===== config.mk =====
export PLATFORM = sky130hd
export DESIGN_NAME = segchk_top
export DESIGN_NICKNAME = d
export VERILOG_FILES = /design/src/rtl/segchk_pkg.sv /design/src/rtl/segchk_sel_fields.sv /design/src/rtl/segchk_code_rules.sv /design/src/rtl/segchk_sys_rules.sv /design/src/rtl/segchk_top.sv
export SDC_FILE = /design/constraint.sdc
export NUM_CORES = 1
export LEC_CHECK = 0
export ABC_AREA = 1
export BUFFER_PORTS_ARGS = -buffer_cell sky130_fd_sc_hd__buf_2
export CAP_MARGIN = 20
export CELL_PAD_IN_SITES_DETAIL_PLACEMENT = 1
export CELL_PAD_IN_SITES_GLOBAL_PLACEMENT = 2
export CORE_ASPECT_RATIO = 0.5
export CORE_MARGIN = 2
export CORE_UTILIZATION = 22
export DETAILED_ROUTE_END_ITERATION = 8
export HOLD_SLACK_MARGIN = 0.08
export PLACE_DENSITY_LB_ADDON = 0.1
export SETUP_SLACK_MARGIN = 0.1
export SLEW_MARGIN = 0
export SYNTH_ARGS = -nofsm -noshare
export SYNTH_HDL_FRONTEND = slang
export SYNTH_SLANG_ARGS = --single-unit

===== constraint.sdc =====
create_clock -name clk -period 2.3 [get_ports clk]
set_clock_uncertainty 0.15 [all_clocks]
set_input_delay 0.46 -clock clk [delete_from_list [all_inputs] [get_ports clk]]
set_output_delay 0.46 -clock clk [all_outputs]
set_load 0.01 [all_outputs]

===== src/rtl/segchk_pkg.sv =====
// Shared codes for the segment selector protection checker.
// Assumes a selector with the RPL in the low two bits and the table bit above it.
package segchk_pkg;
    localparam int TYPE_W = 4;

    typedef enum logic [3:0] {
        CK_NONE    = 4'd0,
        CK_CODE    = 4'd1,
        CK_SWGATE  = 4'd2,
        CK_IGATE   = 4'd3,
        CK_STACK   = 4'd4,
        CK_IRET    = 4'd5,
        CK_INTCS   = 4'd6,
        CK_TASKREG = 4'd7,
        CK_TSS     = 4'd8,
        CK_GLOBAL  = 4'd9,
        CK_LOCAL   = 4'd10
    } chk_kind_e;

    typedef enum logic [2:0] {
        FLT_NONE        = 3'd0,
        FLT_GP_ZERO     = 3'd1,
        FLT_GP_SEL      = 3'd2,
        FLT_NOT_PRESENT = 3'd3,
        FLT_STACK       = 3'd4
    } fault_e;
endpackage


===== src/rtl/segchk_sel_fields.sv =====
// Splits a selector into the fields the rule sets use.
// Assumes bit 2 is the table bit and bits [1:0] the requested privilege.
module segchk_sel_fields #(
    parameter int SEL_W = 16,
    parameter int PL_W  = 2
) (
    input  logic [SEL_W-1:0] sel,
    output logic             is_null,
    output logic             table_local,
    output logic [PL_W-1:0]  rpl
);
    // Field extraction and null detection
    always_comb begin
        is_null     = (sel[SEL_W-1:PL_W] == '0);
        table_local = sel[PL_W];
        rpl         = sel[PL_W-1:0];
    end
endmodule


===== src/rtl/segchk_code_rules.sv =====
// Rule sets that validate code and data segment descriptors: far code load,
// stack load, return from interrupt and interrupt handler code segment.
// Each output is the fault that rule set would raise, already prioritised.
module segchk_code_rules
    import segchk_pkg::*;
#(
    parameter int PL_W = 2
) (
    input  logic              is_null,
    input  logic [PL_W-1:0]   rpl,
    input  logic [TYPE_W-1:0] dsc_type,
    input  logic              dsc_nonsys,
    input  logic [PL_W-1:0]   dsc_dpl,
    input  logic              dsc_present,
    input  logic [PL_W-1:0]   cur_pl,
    output fault_e            f_code,
    output fault_e            f_stack,
    output fault_e            f_iret,
    output fault_e            f_intcs
);
    logic is_code;
    logic conforming;
    logic wr_data;
    logic iret_priv_bad;

    // Descriptor class decode
    always_comb begin
        is_code    = dsc_nonsys & dsc_type[3];
        conforming = dsc_type[2];
        wr_data    = dsc_nonsys & ~dsc_type[3] & dsc_type[1];
        iret_priv_bad = conforming ? (dsc_dpl > rpl) : (dsc_dpl != rpl);
    end

    // Far code load: class then exact privilege, both with a zero code
    always_comb begin
        if (!is_code)              f_code = FLT_GP_ZERO;
        else if (cur_pl != dsc_dpl) f_code = FLT_GP_ZERO;
        else                        f_code = FLT_NONE;
    end

    // Stack load: null, then privilege and class, then presence
    always_comb begin
        if (is_null)                                        f_stack = FLT_GP_ZERO;
        else if (rpl != cur_pl || dsc_dpl != cur_pl || !wr_data) f_stack = FLT_GP_SEL;
        else if (!dsc_present)                              f_stack = FLT_STACK;
        else                                                f_stack = FLT_NONE;
    end

    // Return from interrupt: any selector or privilege problem before presence
    always_comb begin
        if (is_null || rpl < cur_pl || !is_code || iret_priv_bad) f_iret = FLT_GP_SEL;
        else if (!dsc_present)                                    f_iret = FLT_NOT_PRESENT;
        else                                                      f_iret = FLT_NONE;
    end

    // Interrupt handler code segment: class and privilege before presence
    always_comb begin
        if (!is_code || dsc_dpl > cur_pl) f_intcs = FLT_GP_SEL;
        else if (!dsc_present)            f_intcs = FLT_NOT_PRESENT;
        else                              f_intcs = FLT_NONE;
    end
endmodule


===== src/rtl/segchk_sys_rules.sv =====
// Rule sets for system descriptors and selector placement: gates, task
// register, task state, local table and global-table-only selectors.
module segchk_sys_rules
    import segchk_pkg::*;
#(
    parameter int PL_W = 2
) (
    input  logic              is_null,
    input  logic              table_local,
    input  logic [TYPE_W-1:0] dsc_type,
    input  logic [PL_W-1:0]   dsc_dpl,
    input  logic              dsc_present,
    input  logic [PL_W-1:0]   cur_pl,
    input  logic              long_mode,
    output fault_e            f_swgate,
    output fault_e            f_igate,
    output fault_e            f_taskreg,
    output fault_e            f_tss,
    output fault_e            f_global,
    output fault_e            f_local
);
    localparam logic [TYPE_W-1:0] TSS_WIDE   = 4'd9;
    localparam logic [TYPE_W-1:0] TSS_NARROW = 4'd1;
    localparam logic [TYPE_W-1:0] LDT_TYPE   = 4'd2;

    logic gate_bad;
    logic tss_ok;

    // Gate type qualification, stricter in long mode
    always_comb begin
        gate_bad = (dsc_type[2:1] != 2'b11) ||
                   (long_mode && dsc_type[3:1] != 3'b111);
        f_igate  = gate_bad ? FLT_GP_ZERO : FLT_NONE;
        f_swgate = (dsc_dpl < cur_pl) ? FLT_GP_SEL : f_igate;
    end

    // Selector placement rules
    always_comb begin
        f_taskreg = (is_null || table_local) ? FLT_GP_SEL : FLT_NONE;
        f_global  = table_local ? FLT_GP_SEL : FLT_NONE;
    end

    // Task state and local table descriptors: presence before type
    always_comb begin
        tss_ok = (dsc_type == TSS_WIDE) || (!long_mode && dsc_type == TSS_NARROW);
        if (!dsc_present) f_tss = FLT_NOT_PRESENT;
        else if (!tss_ok) f_tss = FLT_GP_SEL;
        else              f_tss = FLT_NONE;
        if (!dsc_present)             f_local = FLT_NOT_PRESENT;
        else if (dsc_type != LDT_TYPE) f_local = FLT_GP_SEL;
        else                          f_local = FLT_NONE;
    end
endmodule


===== src/rtl/segchk_top.sv =====
// Segment selector protection checker. Evaluates every rule set in parallel,
// selects one by check code, forms the error code and registers the result.
// Assumes descriptor fields arrive already decoded in the same cycle.
module segchk_top
    import segchk_pkg::*;
#(
    parameter int SEL_W = 16,
    parameter int PL_W  = 2
) (
    input  logic             clk,
    input  logic             rst_n,
    input  logic             chk_valid,
    input  logic [3:0]       chk_kind,
    input  logic [SEL_W-1:0] sel,
    input  logic [3:0]       dsc_type,
    input  logic             dsc_nonsys,
    input  logic [PL_W-1:0]  dsc_dpl,
    input  logic             dsc_present,
    input  logic [PL_W-1:0]  cur_pl,
    input  logic             long_mode,
    input  logic             zf_enable,
    output logic             res_valid,
    output logic [2:0]       fault,
    output logic [SEL_W-1:0] err_code,
    output logic             zero_flag,
    output logic             bad_kind
);
    logic            is_null;
    logic            table_local;
    logic [PL_W-1:0] rpl;
    fault_e f_code, f_stack, f_iret, f_intcs;
    fault_e f_swgate, f_igate, f_taskreg, f_tss, f_global, f_local;
    fault_e          pick;
    logic            illegal;
    logic [SEL_W-1:0] err_next;

    segchk_sel_fields #(.SEL_W(SEL_W), .PL_W(PL_W)) u_fields (
        .sel(sel), .is_null(is_null), .table_local(table_local), .rpl(rpl)
    );

    segchk_code_rules #(.PL_W(PL_W)) u_code (
        .is_null(is_null), .rpl(rpl), .dsc_type(dsc_type),
        .dsc_nonsys(dsc_nonsys), .dsc_dpl(dsc_dpl), .dsc_present(dsc_present),
        .cur_pl(cur_pl), .f_code(f_code), .f_stack(f_stack),
        .f_iret(f_iret), .f_intcs(f_intcs)
    );

    segchk_sys_rules #(.PL_W(PL_W)) u_sys (
        .is_null(is_null), .table_local(table_local), .dsc_type(dsc_type),
        .dsc_dpl(dsc_dpl), .dsc_present(dsc_present), .cur_pl(cur_pl),
        .long_mode(long_mode), .f_swgate(f_swgate), .f_igate(f_igate),
        .f_taskreg(f_taskreg), .f_tss(f_tss), .f_global(f_global),
        .f_local(f_local)
    );

    // Select the rule set named by the check code
    always_comb begin
        pick    = FLT_NONE;
        illegal = 1'b0;
        case (chk_kind)
            CK_NONE:    pick = FLT_NONE;
            CK_CODE:    pick = f_code;
            CK_SWGATE:  pick = f_swgate;
            CK_IGATE:   pick = f_igate;
            CK_STACK:   pick = f_stack;
            CK_IRET:    pick = f_iret;
            CK_INTCS:   pick = f_intcs;
            CK_TASKREG: pick = f_taskreg;
            CK_TSS:     pick = f_tss;
            CK_GLOBAL:  pick = f_global;
            CK_LOCAL:   pick = f_local;
            default:    illegal = 1'b1;
        endcase
    end

    // Error code: selector without RPL for selector-carrying faults
    always_comb begin
        if (pick == FLT_GP_SEL || pick == FLT_NOT_PRESENT || pick == FLT_STACK)
            err_next = {sel[SEL_W-1:PL_W], {PL_W{1'b0}}};
        else
            err_next = '0;
    end

    // Result register, loaded on each presented check
    always_ff @(posedge clk) begin
        if (!rst_n) begin
            res_valid <= 1'b0;
            fault     <= '0;
            err_code  <= '0;
            zero_flag <= 1'b0;
            bad_kind  <= 1'b0;
        end else begin
            res_valid <= chk_valid;
            if (chk_valid) begin
                fault     <= pick;
                err_code  <= err_next;
                zero_flag <= zf_enable & is_null;
                bad_kind  <= illegal;
            end
        end
    end

    AST_RESULT_FOLLOWS: assert property (@(posedge clk) disable iff (!rst_n)
        chk_valid |=> res_valid);
    AST_IDLE_QUIET: assert property (@(posedge clk) disable iff (!rst_n)
        !chk_valid |=> !res_valid);
    AST_ZERO_FLAG: assert property (@(posedge clk) disable iff (!rst_n)
        chk_valid |=> (zero_flag == $past(zf_enable && sel[SEL_W-1:PL_W] == '0)));
    AST_TASKREG_REJECT: assert property (@(posedge clk) disable iff (!rst_n)
        (chk_valid && chk_kind == CK_TASKREG && (sel[SEL_W-1:PL_W] == '0 || sel[PL_W]))
        |=> fault == FLT_GP_SEL);
    AST_GLOBAL_ONLY: assert property (@(posedge clk) disable iff (!rst_n)
        (chk_valid && chk_kind == CK_GLOBAL && sel[PL_W]) |=> fault == FLT_GP_SEL);
    AST_BAD_KIND_SILENT: assert property (@(posedge clk) disable iff (!rst_n)
        (res_valid && bad_kind) |-> fault == FLT_NONE);
    AST_ZERO_ERRCODE: assert property (@(posedge clk) disable iff (!rst_n)
        (res_valid && (fault == FLT_NONE || fault == FLT_GP_ZERO)) |-> err_code == '0);
endmodule


## Word-level counts from Yosys, hierarchy flattened

Index checks and enable logic that the tools add are counted.

- Input port bits: 35
- Register bits after elaboration: 22
- Output and inout port bits: 22

- Multiplexer cells: 20
- Reduce and logical (&&, ||, !) cells: 19
- Equality and inequality tests: 22
- Bitwise logic cells: 5
- Order comparisons: 4

Operators by type and width:

| cell | count |
|---|---|
| 3-bit one-hot mux with 10 select lines | 1 |
| 3-bit two-way mux | 9 |
| 4-bit by 3-bit equality test with 1-bit output (second input constant) | 4 |
| 4-bit equality test (second input constant) | 4 |
| 16-bit two-way mux | 1 |
| 14-bit zero test | 1 |
| 1-bit logical OR | 11 |
| 11-bit OR reduction | 1 |
| 2-bit two-way mux | 5 |
| 4-bit by 1-bit equality test with 1-bit output (second input constant) | 2 |
| 4-bit by 2-bit equality test with 1-bit output (second input constant) | 2 |
| 2-bit inequality test | 4 |
| 3-bit by 2-bit equality test with 1-bit output (second input constant) | 2 |
| 1-bit AND | 4 |
| 2-bit greater-than comparator | 2 |
| 4-bit zero test | 1 |
| 2-bit less-than comparator | 2 |
| 1-bit two-way mux | 4 |
| 4-bit by 2-bit inequality test with 1-bit output (second input constant) | 1 |
| 3-bit equality test (second input constant) | 1 |
| 1-bit zero test | 3 |
| 3-bit inequality test (second input constant) | 1 |
| 1-bit logical AND | 2 |
| 2-bit inequality test (second input constant) | 1 |
| 1-bit NOT | 1 |

## Logic depth before layout (Yosys ltp)

Gate-level depths: netlist (run 1).

- Depth in word-level cells: 12
- Gate-level depth with buffers: 13
- Mapped depth without buffers: 12

## Modules after synthesis

Synthesis (run 1) repeated with hierarchy kept, for this count alone.

- Cell total of the unflattened synthesis: 311
- Area total of the unflattened synthesis: 1751.7 um^2

Modules (own cells, without submodules):

| module | cells an instance | area an instance (um^2) | instances |
|---|---|---|---|
| segchk_top | 205 | 1167.4 | 1 |
| segchk_code_rules | 51 | 285.3 | 1 |
| segchk_sys_rules | 32 | 197.7 | 1 |
| segchk_sel_fields | 23 | 101.3 | 1 |

## Least setup slack after synthesis (run 1)

Ideal clock, no wire load.

- Path type: input to register
- From: input port cur_pl[1]
- To: register err_code[10]
- Path buffers: 1
- Cell stages on the path: 13
- Arrival time: 1682 ps
- Setup slack: 355 ps
- Path through: inv_1 > ha_1 > inv_1 > nor2_1 > o21ai_0 > nand3_1 > nand2_1 > nand2_1 > nor2_2 > nand3_2 > buf_6 > nand2_1 > nand2_1

- Word-level cells in the longest chain between the ends: 10
- Elaborated cells between the ends (all ways): 26
- Those cells by class: order compare (3); eq/ne (6); mux (9); reduce/logical (8)

Ends and longest elaborated chain:

| what | RTL line | source |
|---|---|---|
| from (decl) | segchk_top.sv:19 | `input logic [PL_W-1:0] cur_pl,` |
| 2-bit less-than comparator (tied with other cells) | segchk_code_rules.sv:51 | `if (is_null \|\| rpl < cur_pl \|\| !is_code \|\| iret_priv_bad) f_iret = FLT_GP_SEL;` |
| 1-bit logical OR, on equally long branches (2 in series) | segchk_code_rules.sv:51, segchk_code_rules.sv:44 |  |
| 1-bit logical OR or 3-bit two-way mux (tied branches) | segchk_code_rules.sv:51, segchk_code_rules.sv:44 |  |
| 3-bit two-way mux, on equally long branches | segchk_code_rules.sv:51, segchk_code_rules.sv:43 |  |
| 3-bit one-hot mux with 10 select lines * | segchk_top.sv:60 | `case (chk_kind)` |
| 3-bit by 2-bit equality test with 1-bit output | segchk_top.sv:78 | `if (pick == FLT_GP_SEL \|\| pick == FLT_NOT_PRESENT \|\| pick == FLT_STACK)` |
| 1-bit logical OR | segchk_top.sv:78 |  |
| 1-bit logical OR * | segchk_top.sv:78 |  |
| 16-bit two-way mux * | segchk_top.sv:78 |  |
| to (signal assigned) | segchk_top.sv:96 | `err_code <= err_next;` |
| to (decl) | segchk_top.sv:24 | `output logic [SEL_W-1:0] err_code,` |

Mark *: on every way between the ends. The rest lies on a longest branch, timed or not.
A chain may end at the register's enable or synchronous reset.

## Final worst setup path (run 1)

- From: input port dsc_dpl[1]
- To: register err_code[9]

- Word-level cells in the longest chain between the ends: 10
- Elaborated cells between the ends (all ways): 25
- Those cells by class: order compare (3); eq/ne (6); mux (10); reduce/logical (6)

Ends and longest elaborated chain:

| what | RTL line | source |
|---|---|---|
| from (decl) | segchk_top.sv:17 | `input logic [PL_W-1:0] dsc_dpl,` |
| 2-bit inequality test | segchk_code_rules.sv:37, segchk_code_rules.sv:44 |  |
| 1-bit logical OR (2 in series) | segchk_code_rules.sv:44 | `else if (rpl != cur_pl \|\| dsc_dpl != cur_pl \|\| !wr_data) f_stack = FLT_GP_SEL;` |
| 3-bit two-way mux | segchk_code_rules.sv:44 |  |
| 3-bit two-way mux | segchk_code_rules.sv:43 | `if (is_null) f_stack = FLT_GP_ZERO;` |
| 3-bit one-hot mux with 10 select lines * | segchk_top.sv:60 |  |
| 3-bit by 2-bit equality test with 1-bit output | segchk_top.sv:78 |  |
| 1-bit logical OR | segchk_top.sv:78 |  |
| 1-bit logical OR * | segchk_top.sv:78 |  |
| 16-bit two-way mux * | segchk_top.sv:78 |  |

Marked as above.

==> impl_metrics.yaml, run 1 <==
status:
  status: "complete, no violations"
worst_setup_path:
  setup.worst_path.end: "err_code[9]"
  rrSetupSlack_ns: 1.53
  reg2reg_from: "fault[1]"
  path_max_fanout: 14
  cp-startpoint: "dsc_dpl[1]"
  worstPathRequired_ns: 2.30
  rr_endpoint: "fault[1]"
  crit_path_end_kind: "register"
  worstRegToRegCells: 2
  arrival_ns: 1.96
  critPathKind: "input port to register"
  critPathLaunchType: "input port"
power_and_ir_drop:
  pwr_density_cell_nw_per_um2: 546.0
  ir_drop_uv: 286.1
  leakagePower_nw: 1.056
  p_sw_frac: 0.2618
  p_switching_mw: 0.2472
  internal_power_mw: 0.6970
  pwr-share-seq: 0.391
  p_clk_frac: 0.420
  p_comb_frac: 0.190
floorplanning:
  die_area_um2: 6511
  die_height_um: 58.07
  pin_count: 57
  start_util: 0.2312
  rows: 19
  coreArea_um2: 5563
  die_w_um: 112.1
route:
  first_pass_iters: 4
  final_antenna_net_count: 0
  drt_wl_total_mm: 3.728
  num_vias: 1441
  drc_errors: 0
  wl_per_cell_um: 10.62
  drt_iter0_markers: 33
  viasPerCell: 4.105
cells_and_area:
  fin_nets: 320
  syn_to_final_growth_pct: 34.44
  drive_gt1_frac: 0.2374
  diodes: 0
placement:
  dp_hpwl_mm: 3.104
  port_buffers: 54
  place.gp.congestion: 0.7651
flow_run:
  cap_viol_max_count: 0
logic_synthesis:
  avgSynthCellArea_um2: 5.794
  seq_area_frac_synth: 0.3113
  synth_cell_types: 20
  muxShareOfSynthArea: 0
  synthSimpleGateAreaFrac: 0.4368
  yosys-top-cells-area: "dfxtp_1, nand2_1, nor2_1"
  yosys-top-cells-count: "nand2_1, nor2_1, inv_1"
  synth_fa_ha_area_frac: 0.05837
  syn_area_um2: 1286
  synth_flop_cell: "dfxtp_1"
  ys_seq_elements: 20
  synth.most_common_cell: "nand2_1"
  synth_top_family_by_area: "simple AND/OR/NAND/NOR gates"
  synth_xor_area_frac: 0
  syn_inst: 222
  async_flop_share: 0
  synth_top_area_share: 0.3113
  synth_edf_count: 0
  ys_warn_count: 0
  synth_compound_area_frac: 0.05350
  synth_area_leader_cell: "dfxtp_1"
timing:
  fmax_mhz: 509.1
  whs_ns: 0.3001
  final-setup-viol-count: 0
  final_hold_viol_count: 0
  period_minus_slack_ns: 1.964
  fin_crit_sh: 0.8540
  fin_setup_tns_ns: 0
  rsz0062_at_grt: "no"
  drv_slew: 0
clock_network:
  ctsHtreeMaxLevel: 1
  clk_pin_slew_ns: 0.06
  cts_resized: 0
  clock_latency_ns: 0.25
  cts_root_buffer: "clkbuf_16"
  cts.sinks: 20
  cts_hold_buf: 0
  clockBufferDepth: 2
  cts_tree: "yes"
  cts_buffers: 3
  post_cts_buffers: 0
global_route:
  antenna_found_initial: 0
  grt_pass1_wl_mm: 6.299
  grt_pass1_vias: 1418
  grt_max_degree: 18
  gr-total-overflow: 0
  grt_usage: 0.1180
worst_hold_path:
  hold_class: "register to register"
## cells by family after synthesis
| logic type | Yosys count |
|---|---|
| and+or+nand+nor | 140 |
| buffers and inverters | 43 |
| DFF | 20 |
| AOI/OAI and AO/OA | 12 |
| adders and majority gates | 6 |
| other | 1 |
## worst min path at each step
stage | start | slack, ns | depth (start not counted) | end
floorplan | err_code[2] | 0.33 | 2 | err_code[2]
global placement | err_code[12] | 0.28 | 2 | err_code[12]
detailed placement | err_code[13] | 0.29 | 2 | err_code[13]
CTS | zf_enable | 0.30 | 3 | zero_flag
global route | chk_valid | 0.32 | 2 | zero_flag
finish | err_code[14] | 0.30 | 2 | err_code[14]
## layer usage
metal  part of all wire  wire length [µm]  track usage  up-vias
li1                   -                 -            -      773
met1               0.52              1925       0.1555      631
met2               0.43              1589       0.2040       33
met3              0.046               170      0.01987        4
met4              0.012                43      0.03136        0
met5                  0                 0            0        -
## power groups by stage
stage               logic, mW  registers [mW]  clock network, mW
finish                  0.179           0.369              0.396
global route            0.209           0.371              0.426
floorplan              0.0978           0.383                  0
CTS                     0.182           0.369              0.406
detailed placement      0.181           0.377                  0
global placement        0.179           0.376                  0
## registers in the layout (all words and copies together) (netlist names)
name       count
fault          3
err_code      14
res_valid      1
zero_flag      1
bad_kind       1
## placed cells by master, fill, tap and decap left out, drive strengths merged
cell type  count
dfxtp         20
nand2         84
a21boi         1
ha             6
buf           56
inv           38
a32o           1
conb           2
a21oi          3
nand3         11
a31oi          1
o21ai          6
clkbuf         4
nor2          42
nand4          3
## layout make-up
class,count,area (µm²)
tap,73,91.34
inverter,38,142.6
multi-input combinational,160,720.7
fill,760,3834
timing repair buffer,56,285.3
clock buffer,4,88.84
sequential,20,400.4
## metrics by stage
stage          std cells  instance area, µm²  utilization  setup WS [ns]  power [mW]
2_1_floorplan        223                1290            -         0.3555      0.4812
3_3_place_gp         347                1633       0.2935        0.01543      0.5554
3_5_place_dp         347                1633       0.2935       -0.03427      0.5580
4_1_cts              351                1722       0.3095         0.2386      0.9573
5_1_grt              351                1729       0.3108         0.1000       1.005
6_report             351                1729       0.3108         0.3358      0.9442
## critical path: stages
cell     delay (ns)
buf_2          0.11
ha_1           0.32
inv_1          0.07
nor2_1         0.04
o21ai_0        0.21
nand3_1        0.11
nand2_1        0.07
nand2_1        0.06
nor2_2         0.16
nand3_4        0.20
nand2_1        0.12
nand2_1        0.05
Note: power is estimated with default switching activity, not from simulation.
==> run 2: changes to the inputs <==
--- a/config.mk
+++ b/config.mk
@@ -12,7 +12,7 @@
 export CELL_PAD_IN_SITES_GLOBAL_PLACEMENT = 2
 export CORE_ASPECT_RATIO = 0.5
 export CORE_MARGIN = 2
-export CORE_UTILIZATION = 22
+export CORE_UTILIZATION = 20
 export DETAILED_ROUTE_END_ITERATION = 8
 export HOLD_SLACK_MARGIN = 0.08
 export PLACE_DENSITY_LB_ADDON = 0.1
==> constraint.sdc (replaced) <==
create_clock -name clk -period 1.6 [get_ports clk]
set_clock_uncertainty 0.15 [all_clocks]
set_input_delay 0.32 -clock clk [delete_from_list [all_inputs] [get_ports clk]]
set_output_delay 0.32 -clock clk [all_outputs]
set_load 0.01 [all_outputs]
==> run 2 against run 1 <==
- the flow now finishes with violations (negative setup slack)
- global-route usage is 0.18 points higher
- clock-buffer cell count is 1 lower
- sequential cell count stayed put
- critical path depth is 1 higher
- die area is 9.5% higher
- sequential power is 44% higher
- core utilization is 5.7 points higher
- combinational power is 140% higher
- design area is 30% higher
- worst hold slack worse by 0.14 ns
- highest routed layer unchanged
==> impl_metrics.yaml, run 2 (synthesis gave the netlist of run 1 again) <==
status:
  status: "complete, but fails checks"
  failed_checks: "negative setup slack"
timing:
  fmax_mhz: 591.4
  drv_slew: 0
  rsz0062_at_grt: "yes"
  final_hold_viol_count: 0
  period_minus_slack_ns: 1.691
  final-setup-viol-count: 15
  fin_crit_sh: 1.057
  worst_slack_ns: -0.09092
  fin_setup_tns_ns: -1.081
cells_and_area:
  final_cell_mix: "nand2_1, buf_2, nor2_1"
  drive_gt1_frac: 0.4401
  fillCellCount: 786
  final_common_cell: "nand2_1"
  largest_reg_flops: 14
  reg_top3: "err_code: 14 flops, fault: 3 flops"
  diodes: 0
  fin_nets: 351
  syn_to_final_growth_pct: 75.10
  top_register: "err_code"
  stdcell_area_um2: 2252
clock_network:
  ctsHtreeMaxLevel: 1
  cts_root_buffer: "clkbuf_16"
  cts_tree: "yes"
  cts_hold_buf: 0
  clockBufferDepth: 2
  clk_pin_slew_ns: 0.06
  cts.sinks: 20
  clock_latency_ns: 0.25
  cts_buffers: 3
flow_run:
  cap_viol_max_count: 0
route:
  first_pass_iters: 3
  num_vias: 1577
  wl_per_cell_um: 10.60
  final_antenna_net_count: 0
  viasPerCell: 3.972
  drt_iter0_markers: 19
  drc_errors: 0
  drt_wl_total_mm: 4.207
worst_setup_path:
  path_max_fanout: 7
  arrival_ns: 1.69
  worstPathRequired_ns: 1.60
  critPathKind: "input port to register"
  crit_path_end_kind: "register"
  critPathLaunchType: "input port"
global_route:
  grt_pass1_vias: 1563
  gr-total-overflow: 0
  antenna_found_initial: 0
  grt_max_degree: 18
  grt_pass1_wl_mm: 6.872
  grt_usage: 0.1198
floorplanning:
  die_height_um: 60.71
  die_area_um2: 7127
  start_util: 0.2098
  coreArea_um2: 6131
  die_w_um: 117.4
  rows: 20
  pin_count: 57
power_and_ir_drop:
  pwr-share-seq: 0.322
  pwr_density_cell_nw_per_um2: 731.0
  internal_power_mw: 1.236
  p_clk_frac: 0.413
  leakagePower_nw: 1.283
  p_sw_frac: 0.2490
  p_switching_mw: 0.4100
  ir_drop_uv: 355.2
  p_comb_frac: 0.265
  p_total_mw: 1.646
placement:
  dp_hpwl_mm: 3.377
  place.gp.congestion: 0.7492
  port_buffers: 54
  post-place-ws_ns: -0.3825
  post_dp_cell_area_um2: 1869
worst_hold_path:
  hold_class: "input port to register"
==> run 2: worst paths after layout <==
check,startpoint,end,slack [ns],cells after the start
worst max-delay path,cur_pl[1],err_code[8],-0.09,13
worst min-delay path,chk_valid,zero_flag,0.16,2
worst max register to register,fault[1],fault[1],0.84,2
worst min register to register,fault[0],fault[0],0.30,2
==> run 2: power groups by stage <==
stage                     Combinational (mW)  Sequential [mW]  Clock (mW)
final                                  0.437            0.530       0.679
after global routing                   0.487            0.533       0.728
after CTS                              0.344            0.530       0.703
after detailed placement               0.325            0.541           0
after global placement                 0.319            0.541           0
after floorplan                        0.145            0.551           0
==> run 2: final cells by class <==
type / count / area [µm²] / share of cell area
clock buffer: 3 / 75.07 / 0.03333
clock inverter: 1 / 30.03 / 0.01333
inverter: 38 / 152.6 / 0.06778
multi-input combinational: 160 / 883.3 / 0.3922
sequential: 20 / 400.4 / 0.1778
tap: 88 / 110.1 / 0.04889
timing repair buffer: 87 / 600.6 / 0.2667
==> run 2: through the flow <==
step / hold WS, ns / cells / util
6_report: 0.1634 / 397 / 0.3673
5_1_grt: 0.1668 / 397 / 0.3673
4_1_cts: 0.1591 / 394 / 0.3276
3_5_place_dp: 0.2898 / 387 / 0.3049
3_3_place_gp: 0.2855 / 387 / 0.3049
2_1_floorplan: 0.2635 / 223 / -
==> run 2: critical path, stage by stage <==
cell	delay, ns
buf_8	0.08
inv_6	0.03
ha_4	0.29
nand2_4	0.07
inv_2	0.04
nand4_1	0.12
nand3_1	0.13
nand2_2	0.07
nor2_4	0.13
nand3_4	0.12
clkbuf_16	0.19
nand2_2	0.05
nand2_1	0.04
==> run 2: what timing repair did <==
item                                    CTS  global route
gates resized for setup                   6            56
buffers inserted                          3             2
pin swaps                                 3            26
hold endpoints to repair                  0             0
endpoints found under the setup margin   15            17
gates cloned                              0             1
==> run 2: layer usage <==
layer  up-vias  track usage  wire length [µm]
met5         -            0                 0
met4         0      0.02065                23
met3         2      0.03289               192
met2        33       0.2147              1953
met1       707       0.1511              2037
li1        835            -                 -
==> run 3: changes to the inputs <==
--- a/config.mk
+++ b/config.mk
@@ -6,14 +6,14 @@
 export NUM_CORES = 1
 export LEC_CHECK = 0
 export ABC_AREA = 1
-export BUFFER_PORTS_ARGS = -buffer_cell sky130_fd_sc_hd__buf_2
 export CAP_MARGIN = 20
-export CELL_PAD_IN_SITES_DETAIL_PLACEMENT = 1
-export CELL_PAD_IN_SITES_GLOBAL_PLACEMENT = 2
+export CELL_PAD_IN_SITES_DETAIL_PLACEMENT = 0
+export CELL_PAD_IN_SITES_GLOBAL_PLACEMENT = 1
 export CORE_ASPECT_RATIO = 0.5
 export CORE_MARGIN = 2
-export CORE_UTILIZATION = 20
+export CORE_UTILIZATION = 36
 export DETAILED_ROUTE_END_ITERATION = 8
+export DONT_BUFFER_PORTS = 1
 export HOLD_SLACK_MARGIN = 0.08
 export PLACE_DENSITY_LB_ADDON = 0.1
 export SETUP_SLACK_MARGIN = 0.1
==> run 3 against run 2 <==
- largest power group is now sequential cells
- die area shrank 43%
- final cell count is 27% lower
- sequential share of layout area is 5.8 points higher
- the flow now finishes without violations
- design area shrank 24%
==> impl_metrics.yaml, run 3 (synthesis gave the netlist of run 1 again) <==
status:
  status: "complete, no violations"
clock_network:
  ctsHtreeMaxLevel: 1
  cts_tree: "yes"
  cts_buffers: 3
  clock_latency_ns: 0.26
  cts.sinks: 20
  cts_root_buffer: "clkbuf_8"
  clockBufferDepth: 2
  clk_pin_slew_ns: 0.08
cells_and_area:
  stdcell_count: 290
  syn_to_final_growth_pct: 32.30
  diodes: 0
  top_register: "err_code"
  largest_reg_flops: 14
  reg_top3: "err_code: 14 flops, fault: 3 flops"
  stdcell_area_um2: 1702
  drive_gt1_frac: 0.2259
  fin_nets: 281
  final_cell_mix: "nand2_1, nor2_1, inv_1"
  fillCellCount: 391
  final_common_cell: "nand2_1"
worst_setup_path:
  critPathKind: "input port to register"
  arrival_ns: 1.55
  crit_path_end_kind: "register"
  worstPathRequired_ns: 1.62
  critPathLaunchType: "input port"
  path_max_fanout: 7
  worstRegToRegCells: 2
timing:
  drv_slew: 0
  period_minus_slack_ns: 1.530
  worst_slack_ns: 0.07032
  final-setup-viol-count: 0
  rsz0062_at_grt: "yes"
  fin_crit_sh: 0.9561
  final_hold_viol_count: 0
  fmax_mhz: 653.7
floorplanning:
  start_util: 0.3745
  die_area_um2: 4096
  pin_count: 57
  die_height_um: 46.27
  coreArea_um2: 3435
  die_w_um: 88.53
  rows: 15
placement:
  place.gp.congestion: 0.7481
  dp_hpwl_mm: 2.395
  post-place-ws_ns: -0.2211
  post_dp_cell_area_um2: 1418
  port_buffers: 0
  dp_cells: 278
power_and_ir_drop:
  p_comb_frac: 0.209
  p_total_mw: 1.324
  p_clk_frac: 0.381
  p_switching_mw: 0.3389
  internal_power_mw: 0.9848
  leakagePower_nw: 0.9364
  ir_drop_uv: 432.5
  pwr-share-seq: 0.410
  p_sw_frac: 0.2560
  pwr_density_cell_nw_per_um2: 777.9
global_route:
  grt_pass1_wl_mm: 4.871
  gr-total-overflow: 0
  grt_max_degree: 18
  grt_usage: 0.1569
  antenna_found_initial: 0
  grt_pass1_vias: 1162
route:
  final_antenna_net_count: 0
  first_pass_iters: 4
  drt_wl_total_mm: 3.118
  viasPerCell: 4.524
  drt_iter0_markers: 27
  drc_errors: 0
  wl_per_cell_um: 10.75
  num_vias: 1312
flow_run:
  cap_viol_max_count: 0
worst_hold_path:
  min_path_cells: 4
  hold_class: "input port to register"
run 3: cell types whose count changed in the layout (fill, tap and decap cells not counted), moves of 3 or more:
cell,delta
buf_2,-48
buf_4,-19
buf_6,-4
dlygate4sd3_1,+4
buf_8,-3
clkbuf_16,-3
clkbuf_8,+3
nand2_2,-3
run 3: critical path, stage by stage:
cell	delay (ns)
inv_4	0.02
ha_4	0.24
nand2_2	0.04
nor2_2	0.10
nand4_1	0.13
nand3_1	0.11
nand2_2	0.06
nor2_4	0.13
nand3_4	0.11
clkbuf_16	0.19
nand2_4	0.05
nand2_1	0.04
run 3: path summary, 6_finish.rpt:
path	startpoint	endpoint	slack [ns]
hold reg to reg	err_code[15]	err_code[15]	0.35
setup / recovery	sel[0]	err_code[10]	0.07
setup reg to reg	fault[1]	fault[1]	0.78
hold / removal	sel[15]	err_code[15]	0.10
run 3: power by group through the flow:
stage               Sequential, mW  Combinational (mW)  Clock (mW)
finish                       0.543               0.277       0.504
floorplan                    0.551               0.145           0
detailed placement           0.555               0.195           0
CTS                          0.544               0.209       0.523
global placement             0.555               0.194           0
global route                 0.546               0.312       0.542
run 3: per-stage QoR:
stage	TNS [ns]	hold WS [ns]	util
2_1_floorplan	-0.6926	0.2635	-
3_3_place_gp	-2.847	0.2643	0.4128
3_5_place_dp	-2.850	0.2675	0.4128
4_1_cts	0	0.09120	0.4474
5_1_grt	-0.06716	0.09425	0.4954
6_report	0	0.1038	0.4954
run 3: cell type report:
| type | count | area [µm²] | share of cell area |
|---|---|---|---|
| multi-input cells | 160 | 845.8 | 0.4971 |
| flip-flops and latches | 20 | 400.4 | 0.2353 |
| repair buffers | 17 | 167.7 | 0.09853 |
| inverters | 38 | 152.6 | 0.08971 |
| well taps | 51 | 63.81 | 0.03750 |
| clock buffers | 3 | 41.29 | 0.02426 |
| clock inverters | 1 | 30.03 | 0.01765 |
run 3: what timing repair did:
item,4_1_cts,5_1_grt
pin swaps,0,16
gates cloned,0,1
buffers inserted,1,2
hold endpoints to repair,3,0
hold buffers,4,0
resized for setup,0,36
endpoints found under the setup margin,14,15
run 3: per-layer routing:
layer	up-vias	wire length, µm	global-route usage
met4	0	36	0.04545
li1	698	-	-
met1	565	1403	0.1917
met2	44	1367	0.2647
met5	-	0	0
met3	5	310	0.05735
